`src/rtl/mrx_pkg.sv`:
```
package mrx_pkg;
    typedef enum logic [2:0] {
        ST_IDLE,
        ST_START,
        ST_DATA,
        ST_PARITY,
        ST_STOP1,
        ST_STOP2,
        ST_DONE
    } rx_state_t;

    localparam int MIN_BITS = 5;
    localparam int PAR_EN_BIT = 1;
    localparam int PAR_ODD_BIT = 0;
endpackage

```
`src/rtl/mrx_cell_timer.sv`:
```
module mrx_cell_timer #(
    parameter int CNT_W = 4
) (
    input  logic clk,
    input  logic rst_n,
    input  logic tick,
    input  logic restart,
    input  logic active,
    input  logic manch,
    input  logic rxd,
    output logic cell_end,
    output logic mid_tick,
    output logic bit_val,
    output logic halves_equal
);
    localparam int OVS = 1 << CNT_W;
    localparam logic [CNT_W-1:0] MID    = CNT_W'(OVS / 2);
    localparam logic [CNT_W-1:0] PRE    = CNT_W'(OVS / 2 - 1);
    localparam logic [CNT_W-1:0] POST   = CNT_W'(OVS / 2 + 1);
    localparam logic [CNT_W-1:0] HALF_A = CNT_W'(OVS / 4);
    localparam logic [CNT_W-1:0] HALF_B = CNT_W'(3 * OVS / 4);
    localparam logic [CNT_W-1:0] LAST   = CNT_W'(OVS - 1);

    logic [CNT_W-1:0] cnt;
    logic smp_a, smp_b, smp_c, half_lo, half_hi;

    always_ff @(posedge clk or negedge rst_n) begin
        if (!rst_n) begin
            cnt <= '0;
        end else if (restart) begin
            cnt <= CNT_W'(1);
        end else if (!active) begin
            cnt <= '0;
        end else if (tick) begin
            cnt <= cnt + 1'b1;
        end
    end

    always_ff @(posedge clk or negedge rst_n) begin
        if (!rst_n) begin
            smp_a   <= 1'b1;
            smp_b   <= 1'b1;
            smp_c   <= 1'b1;
            half_lo <= 1'b1;
            half_hi <= 1'b1;
        end else if (tick && active) begin
            if (cnt == PRE)    smp_a   <= rxd;
            if (cnt == MID)    smp_b   <= rxd;
            if (cnt == POST)   smp_c   <= rxd;
            if (cnt == HALF_A) half_lo <= rxd;
            if (cnt == HALF_B) half_hi <= rxd;
        end
    end

    assign cell_end     = tick && active && (cnt == LAST);
    assign mid_tick     = tick && active && (cnt == MID);
    assign halves_equal = (half_lo == half_hi);
    assign bit_val      = manch ? half_hi
                                : ((smp_a & smp_b) | (smp_a & smp_c) | (smp_b & smp_c));
endmodule

```
`src/rtl/mrx_parity.sv`:
```
module mrx_parity #(
    parameter int MAX_BITS = 9
) (
    input  logic [MAX_BITS-1:0] data,
    input  logic                odd,
    output logic                expected
);
    assign expected = (^data) ^ odd;
endmodule

```
`src/rtl/mrx_frame_rx.sv`:
```
module mrx_frame_rx
    import mrx_pkg::*;
#(
    parameter int MAX_BITS = 9,
    parameter int CNT_W    = 4,
    parameter int LEN_W    = 4
) (
    input  logic                clk,
    input  logic                rst_n,
    input  logic                os_tick,
    input  logic                rxd,
    input  logic [LEN_W-1:0]    cfg_len,
    input  logic [1:0]          cfg_par,
    input  logic                cfg_two_stop,
    input  logic                cfg_manch,
    output logic                out_valid,
    output logic [MAX_BITS-1:0] out_data,
    output logic [1:0]          out_stop,
    output logic                out_par_err,
    output logic                out_frm_err,
    output logic                out_code_err
);
    localparam logic [LEN_W-1:0] LEN_MIN = LEN_W'(MIN_BITS);
    localparam logic [LEN_W-1:0] LEN_MAX = LEN_W'(MAX_BITS);

    rx_state_t state, state_nx;

    logic [LEN_W-1:0]    eff_len, last_idx, bit_idx;
    logic [MAX_BITS-1:0] data_q;
    logic [1:0]          stop_q;
    logic                perr_q, ferr_q, cerr_q;
    logic                waiting, start_seen, active;
    logic                cell_end, mid_tick, bit_val, halves_equal, par_exp;
    logic                par_on;

    assign eff_len    = (cfg_len < LEN_MIN) ? LEN_MIN :
                        (cfg_len > LEN_MAX) ? LEN_MAX : cfg_len;
    assign last_idx   = eff_len - 1'b1;
    assign waiting    = (state == ST_IDLE) || (state == ST_DONE);
    assign start_seen = waiting && os_tick && !rxd;
    assign active     = !waiting;
    assign par_on     = cfg_par[PAR_EN_BIT] && !cfg_manch;

    mrx_cell_timer #(.CNT_W(CNT_W)) u_timer (
        .clk          (clk),
        .rst_n        (rst_n),
        .tick         (os_tick),
        .restart      (start_seen),
        .active       (active),
        .manch        (cfg_manch),
        .rxd          (rxd),
        .cell_end     (cell_end),
        .mid_tick     (mid_tick),
        .bit_val      (bit_val),
        .halves_equal (halves_equal)
    );

    mrx_parity #(.MAX_BITS(MAX_BITS)) u_parity (
        .data     (data_q),
        .odd      (cfg_par[PAR_ODD_BIT]),
        .expected (par_exp)
    );

    always_comb begin
        state_nx = state;
        unique case (state)
            ST_IDLE, ST_DONE: state_nx = start_seen ? ST_START : ST_IDLE;
            ST_START: begin
                if (mid_tick && rxd)  state_nx = ST_IDLE;
                else if (cell_end)    state_nx = ST_DATA;
            end
            ST_DATA:
                if (cell_end && bit_idx == last_idx)
                    state_nx = par_on ? ST_PARITY : ST_STOP1;
            ST_PARITY: if (cell_end) state_nx = ST_STOP1;
            ST_STOP1:  if (cell_end) state_nx = cfg_two_stop ? ST_STOP2 : ST_DONE;
            ST_STOP2:  if (cell_end) state_nx = ST_DONE;
            default:   state_nx = ST_IDLE;
        endcase
    end

    always_ff @(posedge clk or negedge rst_n) begin
        if (!rst_n) state <= ST_IDLE;
        else        state <= state_nx;
    end

    always_ff @(posedge clk or negedge rst_n) begin
        if (!rst_n) begin
            data_q  <= '0;
            stop_q  <= '0;
            perr_q  <= 1'b0;
            ferr_q  <= 1'b0;
            cerr_q  <= 1'b0;
            bit_idx <= '0;
        end else if (start_seen) begin
            data_q  <= '0;
            stop_q  <= '0;
            perr_q  <= 1'b0;
            ferr_q  <= 1'b0;
            cerr_q  <= 1'b0;
            bit_idx <= '0;
        end else if (cell_end) begin
            unique case (state)
                ST_DATA: begin
                    data_q[bit_idx] <= bit_val;
                    bit_idx         <= bit_idx + 1'b1;
                    if (cfg_manch && halves_equal) cerr_q <= 1'b1;
                end
                ST_PARITY: perr_q <= (bit_val != par_exp);
                ST_STOP1: begin
                    stop_q[0] <= bit_val;
                    ferr_q    <= !bit_val;
                    if (cfg_manch && halves_equal) cerr_q <= 1'b1;
                end
                ST_STOP2: begin
                    if (cfg_manch) begin
                        stop_q[1] <= bit_val;
                        if (halves_equal) cerr_q <= 1'b1;
                    end
                end
                default: ;
            endcase
        end
    end

    always_comb begin
        out_valid    = (state == ST_DONE);
        out_data     = data_q;
        out_stop     = stop_q;
        out_par_err  = perr_q;
        out_frm_err  = ferr_q;
        out_code_err = cerr_q;
    end
endmodule

```
`config.mk`:
```
export PLATFORM = sky130hd
export DESIGN_NAME = mrx_frame_rx
export DESIGN_NICKNAME = d
export VERILOG_FILES = /design/src/rtl/mrx_pkg.sv /design/src/rtl/mrx_cell_timer.sv /design/src/rtl/mrx_parity.sv /design/src/rtl/mrx_frame_rx.sv
export SDC_FILE = /design/constraint.sdc
export NUM_CORES = 1
export LEC_CHECK = 0
export ABC_AREA = 1
export CELL_PAD_IN_SITES_DETAIL_PLACEMENT = 1
export CELL_PAD_IN_SITES_GLOBAL_PLACEMENT = 1
export CORE_MARGIN = 3
export CORE_UTILIZATION = 43
export CTS_CLUSTER_SIZE = 20
export DETAILED_ROUTE_END_ITERATION = 10
export PLACE_DENSITY_LB_ADDON = 0.1
export SLEW_MARGIN = 30
export SYNTH_ARGS = -nofsm -noshare
export SYNTH_HDL_FRONTEND = slang
export SYNTH_SLANG_ARGS = --single-unit
export TNS_END_PERCENT = 50
```
`constraint.sdc`:
```
create_clock -name clk -period 4.5 [get_ports clk]
set_input_delay 0.9 -clock clk [delete_from_list [all_inputs] [get_ports clk]]
set_output_delay 0.9 -clock clk [all_outputs]
set_load 0.005 [all_outputs]
```
==> summary.md, run 1 <==
| Metric | Value |
|---|---|
| DP Worst Slack | 1520 ps |
| Main synth FF type | dfrtp_1 |
| Area growth, synth to finish | 20.0% |
| Die X | 73.8 µm |
| Cell Chain, Critical Path | clkdlybuf4s50_1 -> inv_1 -> nand3_1 -> nand2_1 -> nand2_1 -> inv_1 -> ha_1 -> xor2_1 -> nand3_1 -> nor2_1 -> nand2_1 -> nand2_1 -> nand2_1 -> nand2_1 -> nand2_1 |
| Max Slew Vio Count | 0 |
| Synth Warn # | 0 |
| Post-route DRC | 0 |
| Clk root buf | clkbuf_8 |
| Remaining global-route overflow | 0 |
| Total Power | 751 µW |
| CTS tree | built |
| Synth Area in XOR/XNOR | 0.0664 |
| Critical Path Most Common Cell | nand2_1 |
| Cells after Synth | 270 |
| Ratio of final minimum period to clock period | 0.596 |
| Core area | 4380 µm² |
| Most common cell in the netlist | nand2_1 |
| Util after Layout | 0.541 |
| Slowest CP cell | clkdlybuf4s50_1 |
| Final wirelength | 5060 µm |
| Fillcell total | 564 |
| DP HPWL | 4040 µm |
| Leak Pwr | 1.20 nW |
| Clk slew on worst S/H paths | 60 ps |
| Die area | 5450 µm² |
| Post-CTS setup buffer count | 0 |
| Largest family of logic cells by synthesized area | simple AND/OR/NAND/NOR gates |
| Tightest Hold Check Type | flip-flop to flip-flop |
| Worst-case clock buffer depth | 2 |
| Skew final | 3.20 ps |
| Register area share after synthesis | 0.383 |
| Design area | 2370 µm² |
| # port buffers | 26 |
| Vias/cell | 5.20 |
| Routed WL per cell | 14.3 µm |
| Worst setup SP type | primary input |
| Outcome | complete, no violations |
| Synth area leader | dfrtp_1 |
| Pwr/cell area | 316 nW/µm² |
| Drt first pass iters | 4 |
| Synth Cell Area | 1980 µm² |
| RePlAce Congestion | 0.851 |
| Post-synthesis simple-gate area fraction | 0.324 |
| Post-route antenna net violation count | 0 |
| Die span in y | 73.8 µm |
| First-pass GRT wire length | 8740 µm |
| Crit path required time | 4670 ps |
| Min Tclk post-route | 2680 ps |
| Most frequent cells after synthesis | nand2_1, inv_1, nand3_1 |
| Gr usage total | 0.210 |
| Crit-path max FO | 5 |
| Synth Area in Adders | 0.0569 |
| Ys async rst share | 1.00 |
| Worst hold margin | 473 ps |
| Routed vias | 1840 |
| Top-area cell type share of the netlist area | 0.316 |
| Post-synth EDFFs | 0 |
| Number of cell rows | 24 |
| Number of buffers created by CTS | 5 |
| Initial Util | 0.451 |
| Placed Area | 2300 µm² |
| Ant diodes | 0 |
| IO Pins | 27 |
| Setup ws final | 1820 ps |
| Fin. Hold Viols | 0 |
| Initial DRC count | 80 |
| Worst VDD drop | 0.159 mV |
| Critical path class | primary input to flip-flop |
| Setup TNS | 0 ps |
| Post-synthesis register bit count | 30 |
| Antenna violations before repair | 0 |
| Mapped Nets | 291 |
| Worst-margin pin slew | 454 ps |
| Fmax | 373 MHz |
| CTS H-Tree Depth | 2 |
| Ranking of synthesized cells by area | dfrtp_1, nand2_1, nand3_1 |
| Synth Area in Compound Gates | 0.0923 |
| RSZ-0062 raised after global routing | no |
| Netlist cell types | 27 |
| Avg Cell Area, Syn | 7.33 µm² |
| Largest net degree at the start of global routing | 20 |
| Post-synthesis mux area share | 0 |
| Vias in the first global route | 1909 |
| Non-filler cells in the finished layout | 354 |
| Worst slew margin | 0.697 |
| CP arrival | 2850 ps |
| Clk_lat worst skew | 280 ps |
| Post-CTS Hold Fix Bufs | 0 |
| Max_cap viols | 0 |
| Final-report setup violation count | 0 |
| Crit path largest cell delay | 530 ps |
| Post_cts resized | 0 |
| Final nets | 323 |
| Cell Count Post-Placement | 347 |
| Layout cells sized above 1 | 0.0728 |
| Clock sink count | 30 |
| Crit. End Element | flip-flop |
## layer usage
| metal | up-vias | global-route usage | wire, µm |
|---|---|---|---|
| met2 | 33 | 0.335 | 2310 |
| met5 | - | 0 | 0 |
| met1 | 866 | 0.290 | 2510 |
| met4 | 0 | 0.0664 | 71 |
| li1 | 934 | - | - |
| met3 | 7 | 0.0328 | 166 |
## logic make-up (layout without fill, tap and decap cells)
group | count (synthesis) | after routing
xor+xnor | 15 | 15
buf+inv | 40 | 72
simple gates | 141 | 141
compound gates | 35 | 35
fa+ha+maj | 9 | 9
flops | 30 | 30
## sequential cells by signal (all words and copies together), names as in the netlist, 2 cells and up
register and count:
out_stop 2, state 3, out_data 9, u_timer.cnt 4, bit_idx 4
## cell type report
cell class,instances,area [µm²],share of cell area
Clock buffer,7,76.3,0.0322
Inverter,38,144,0.0606
Multi-Input combinational cell,200,1070,0.450
Sequential cell,30,757,0.319
Tap cell,52,65.1,0.0274
Timing Repair Buffer,27,263,0.111
## cells in the final DEF (no fill, tap or decap)
cell and count:
nand2_1 73, inv_1 35, nand3_1 35, dfrtp_1 25, clkdlybuf4s50_1 25, nor2_1 18, o21ai_0 15, o21ai_1 9
xor2_1 9, ha_1 9, a21oi_1 8, xnor2_1 6, clkbuf_8 5, dfstp_2 5, nor3_1 3, nand4_1 3
nand2_4 2, nor2_4 2, inv_2 2, a211oi_1 2, clkbuf_1 2, and3_1 1, o31ai_1 1, nand3_2 1
nor3_4 1, nor2_2 1, clkinv_2 1, nand3b_1 1, buf_2 1, buf_4 1
## final timing paths
check / start / slack (ps) / endpoint / depth (start not counted)
max: cfg_len[3] / 1820 / state[2]$_DFFE_PN0P_ / 15
min: u_timer.smp_b$_DFFE_PN1P_ / 470 / u_timer.smp_b$_DFFE_PN1P_ / 2
max reg2reg: state[2]$_DFFE_PN0P_ / 2440 / out_data[8]$_DFFE_PN0P_ / 9
min reg2reg: u_timer.smp_b$_DFFE_PN1P_ / 470 / u_timer.smp_b$_DFFE_PN1P_ / 2
max in group asynchronous: rst_n / 3390 / state[1]$_DFFE_PN0P_ / 2
min in group asynchronous: rst_n / 570 / out_data[8]$_DFFE_PN0P_ / 1
## where the power goes
group          total [mW]  switching (mW)  internal [mW]
registers           0.317          0.0241          0.293
clock network       0.199          0.0926          0.106
logic               0.235           0.157         0.0775
## critical path, delay by kind of cell
family | cells | cell delay, ps
adder cells (fa/ha/maj) | 1 | 290
buffers and inverters | 3 | 640
XOR/XNOR | 1 | 150
AND/OR/NAND/NOR | 10 | 860
Note: power is estimated with default switching activity, not from simulation.
==> run 2: changes to the inputs <==
--- a/config.mk
+++ b/config.mk
@@ -9,7 +9,7 @@
 export CELL_PAD_IN_SITES_DETAIL_PLACEMENT = 1
 export CELL_PAD_IN_SITES_GLOBAL_PLACEMENT = 1
 export CORE_MARGIN = 3
-export CORE_UTILIZATION = 43
+export CORE_UTILIZATION = 36
 export CTS_CLUSTER_SIZE = 20
 export DETAILED_ROUTE_END_ITERATION = 10
 export PLACE_DENSITY_LB_ADDON = 0.1
==> constraint.sdc (replaced) <==
create_clock -name clk -period 2.4 [get_ports clk]
set_input_delay 0.48 -clock clk [delete_from_list [all_inputs] [get_ports clk]]
set_output_delay 0.48 -clock clk [all_outputs]
set_load 0.005 [all_outputs]
==> run 2 against run 1 <==
Compared with the run above:
- combinational power rose by 87%
- worst setup slack got worse by 1600 ps
- register-to-register slack got worse by 1800 ps
- critical path type unchanged
- largest power group is now clock
- clock skew rose by 7.7 ps
- sequential power rose by 87%
==> summary.md, run 2 (synthesized netlist as in run 1, its figures left out) <==
| Metric | Value |
|---|---|
| Min-delay src | u_timer.smp_b$_DFFE_PN1P_ |
| Final-report setup violation count | 0 (unchanged) |
| Worst VDD drop | 0.342 mV (+120%) |
| Most common cell after layout, fill and taps aside | nand2_1 |
| Post-route antenna net violation count | 0 (unchanged) |
| Remaining global-route overflow | 0 (unchanged) |
| DP Worst Slack | -86.7 ps (-1610 ps) |
| Worst-case clock buffer depth | 2 (unchanged) |
| Largest register FFs | 9 (unchanged) |
| Final nets | 330 (+2.2%) |
| Cell depth of the worst flop-to-flop path | 11 (+2) |
| Largest net degree at the start of global routing | 31 (+55%) |
| Cell Count Post-Placement | 372 (+7.2%) |
| Critical R2R Launch | state[2]$_DFFE_PN0P_ |
| CTS tree | built |
| Die area | 6420 µm² (+18%) |
| Skew final | 10.9 ps (+7.65 ps) |
| Max Slew Vio Count | 0 (unchanged) |
| R2R Path End | state[0]$_DFFE_PN0P_ |
| Max_cap viols | 0 (unchanged) |
| CP arrival | 2350 ps (-500 ps) |
| Hold depth | 2 (unchanged) |
| Fmax | 461 MHz |
| Initial DRC count | 95 (+19%) |
| Worst-margin pin slew | 391 ps (-63.6 ps) |
| Routed vias | 1874 (+1.8%) |
| Crit path largest cell delay | 490 ps (-40 ps) |
| DP HPWL | 4190 µm (+3.7%) |
| Ant diodes | 0 (unchanged) |
| Final wirelength | 5350 µm (+5.9%) |
| Critical path class | primary input to flip-flop |
| Crit-path max FO | 4 (-1) |
| Gr usage total | 0.188 (-0.0215) |
| Clock sink count | 30 (unchanged) |
| Clk slew on worst S/H paths | 70 ps (about the same) |
| Vias/cell | 4.93 (-5.1%) |
| RePlAce Congestion | 0.764 (-10%) |
| Post-route DRC | 0 (unchanged) |
| Post_cts resized | 0 (unchanged) |
| Logic pwr share | 0.262 (-0.051) |
| Seq pwr share | 0.353 (-0.069) |
| Psw | 532 µW (+94%) |
| Setup ws final | 233 ps (-1590 ps) |
| Min Tclk post-route | 2170 ps |
| Antenna violations before repair | 0 (unchanged) |
| Util after Layout | 0.484 (-0.0572) |
| Cell Chain, Critical Path | clkdlybuf4s50_1 -> inv_1 -> nand3_1 -> nand2_1 -> nand2_1 -> inv_1 -> ha_1 -> xor2_1 -> nand3_1 -> nor2_1 -> nand2_1 -> nand2_1 -> nand2_1 -> nand2_1 -> nand2_1 |
| Reg2Reg Setup Slack | 680 ps (-1760 ps) |
| Layout cells sized above 1 | 0.100 (+0.0272) |
| Post-CTS Hold Fix Bufs | 0 (unchanged) |
| Worst slew margin | 0.737 (+0.0397) |
| Outcome | complete, no violations |
| Clk_lat worst skew | 290 ps (about the same) |
| Ratio of final minimum period to clock period | 0.903 |
| Crit path required time | 2580 ps (-2090 ps) |
| Fin. Hold Viols | 0 (unchanged) |
| Die span in y | 80.1 µm (+8.5%) |
| Post-CTS setup buffer count | 0 (unchanged) |
| Area growth, synth to finish | 27.4% |
| Vias in the first global route | 1895 (-0.73%) |
| Hold path endpoint | u_timer.smp_b$_DFFE_PN1P_ |
| # port buffers | 26 (unchanged) |
| Worst setup SP type | primary input |
| CTS H-Tree Depth | 2 (unchanged) |
| Die X | 80.1 µm (+8.5%) |
| Number of buffers created by CTS | 5 (unchanged) |
| Slowest CP cell | clkdlybuf4s50_1 |
| RSZ-0062 raised after global routing | no |
| Routed WL per cell | 14.1 µm (-1.4%) |
| Pwr/cell area | 666 nW/µm² (+110%) |
| Leak Pwr | 1.26 nW (+5.5%) |
| Drt first pass iters | 4 (unchanged) |
| Clk root buf | clkbuf_8 |
| Most frequent cells in the layout | nand2_1, inv_1, nand3_1 |
| IO Pins | 27 (unchanged) |
| Clock share of power | 0.385 (+0.120) |
| Initial Util | 0.380 (-0.0712) |
| Critical Path Most Common Cell | nand2_1 |
| Non-filler cells in the finished layout | 380 (+7.3%) |
| Sw Ratio | 0.317 (-0.0482) |
| Core area | 5200 µm² (+19%) |
| Crit. End Element | flip-flop |
| Worst hold margin | 488 ps (+15.7 ps) |
| Tightest Hold Check Type | flip-flop to flip-flop |
| Int Pwr | 1.15 mW (+140%) |
| First-pass GRT wire length | 9240 µm (+5.8%) |
| Number of cell rows | 26 (+8.3%) |
==> run 2: cell type report <==
class / count / area, µm²
fill: 671 / 2690
multi-input combinational: 200 / 1070
sequential: 30 / 757
timing repair buffer: 34 / 320
inverter: 38 / 144
tap: 70 / 87.6
clock buffer: 6 / 82.6
clock inverter: 2 / 60.1
==> run 2: critical path, delay by kind of cell <==
family                     cells  cell delay, ps
adders and majority gates      1             290
and+or+nand+nor               10             830
xor gates and xnor gates       1             150
buffers and inverters          3             600
==> run 2: how the worst max path moves through the flow <==
stage / from / endpoint / cells after the start
global placement: cfg_len[3] / state[1]$_DFFE_PN0P_ / 15
detailed placement: cfg_len[3] / state[1]$_DFFE_PN0P_ / 15
finish: cfg_len[3] / state[0]$_DFFE_PN0P_ / 15
global route: cfg_len[3] / state[0]$_DFFE_PN0P_ / 15
CTS: cfg_len[3] / state[0]$_DFFE_PN0P_ / 15
floorplan: cfg_len[3] / state[1]$_DFFE_PN0P_ / 14
==> run 2: per-layer routing <==
metal  vias to the layer above  track usage  share of wire
met2                        22        0.300           0.46
met3                         5       0.0426          0.031
li1                        945            -              -
met4                         0       0.0507          0.012
met1                       902        0.256           0.50
met5                         -            0              0
==> run 2: through the flow <==
step                cell area [µm²]  total power [mW]  TNS (ps)
floorplan                      1980             0.889         0
global placement               2380              1.03     -36.1
detailed placement             2380              1.04      -246
CTS                            2520              1.70         0
global route                   2520              1.80         0
finish                         2520              1.68         0
==> run 2: power by group through the flow <==
stage	registers, mW	clock network, mW	logic, mW
2_1_floorplan	0.590	0	0.299
5_1_grt	0.599	0.692	0.509
3_3_place_gp	0.599	0	0.435
6_report	0.593	0.646	0.440
3_5_place_dp	0.601	0	0.443
4_1_cts	0.592	0.661	0.447
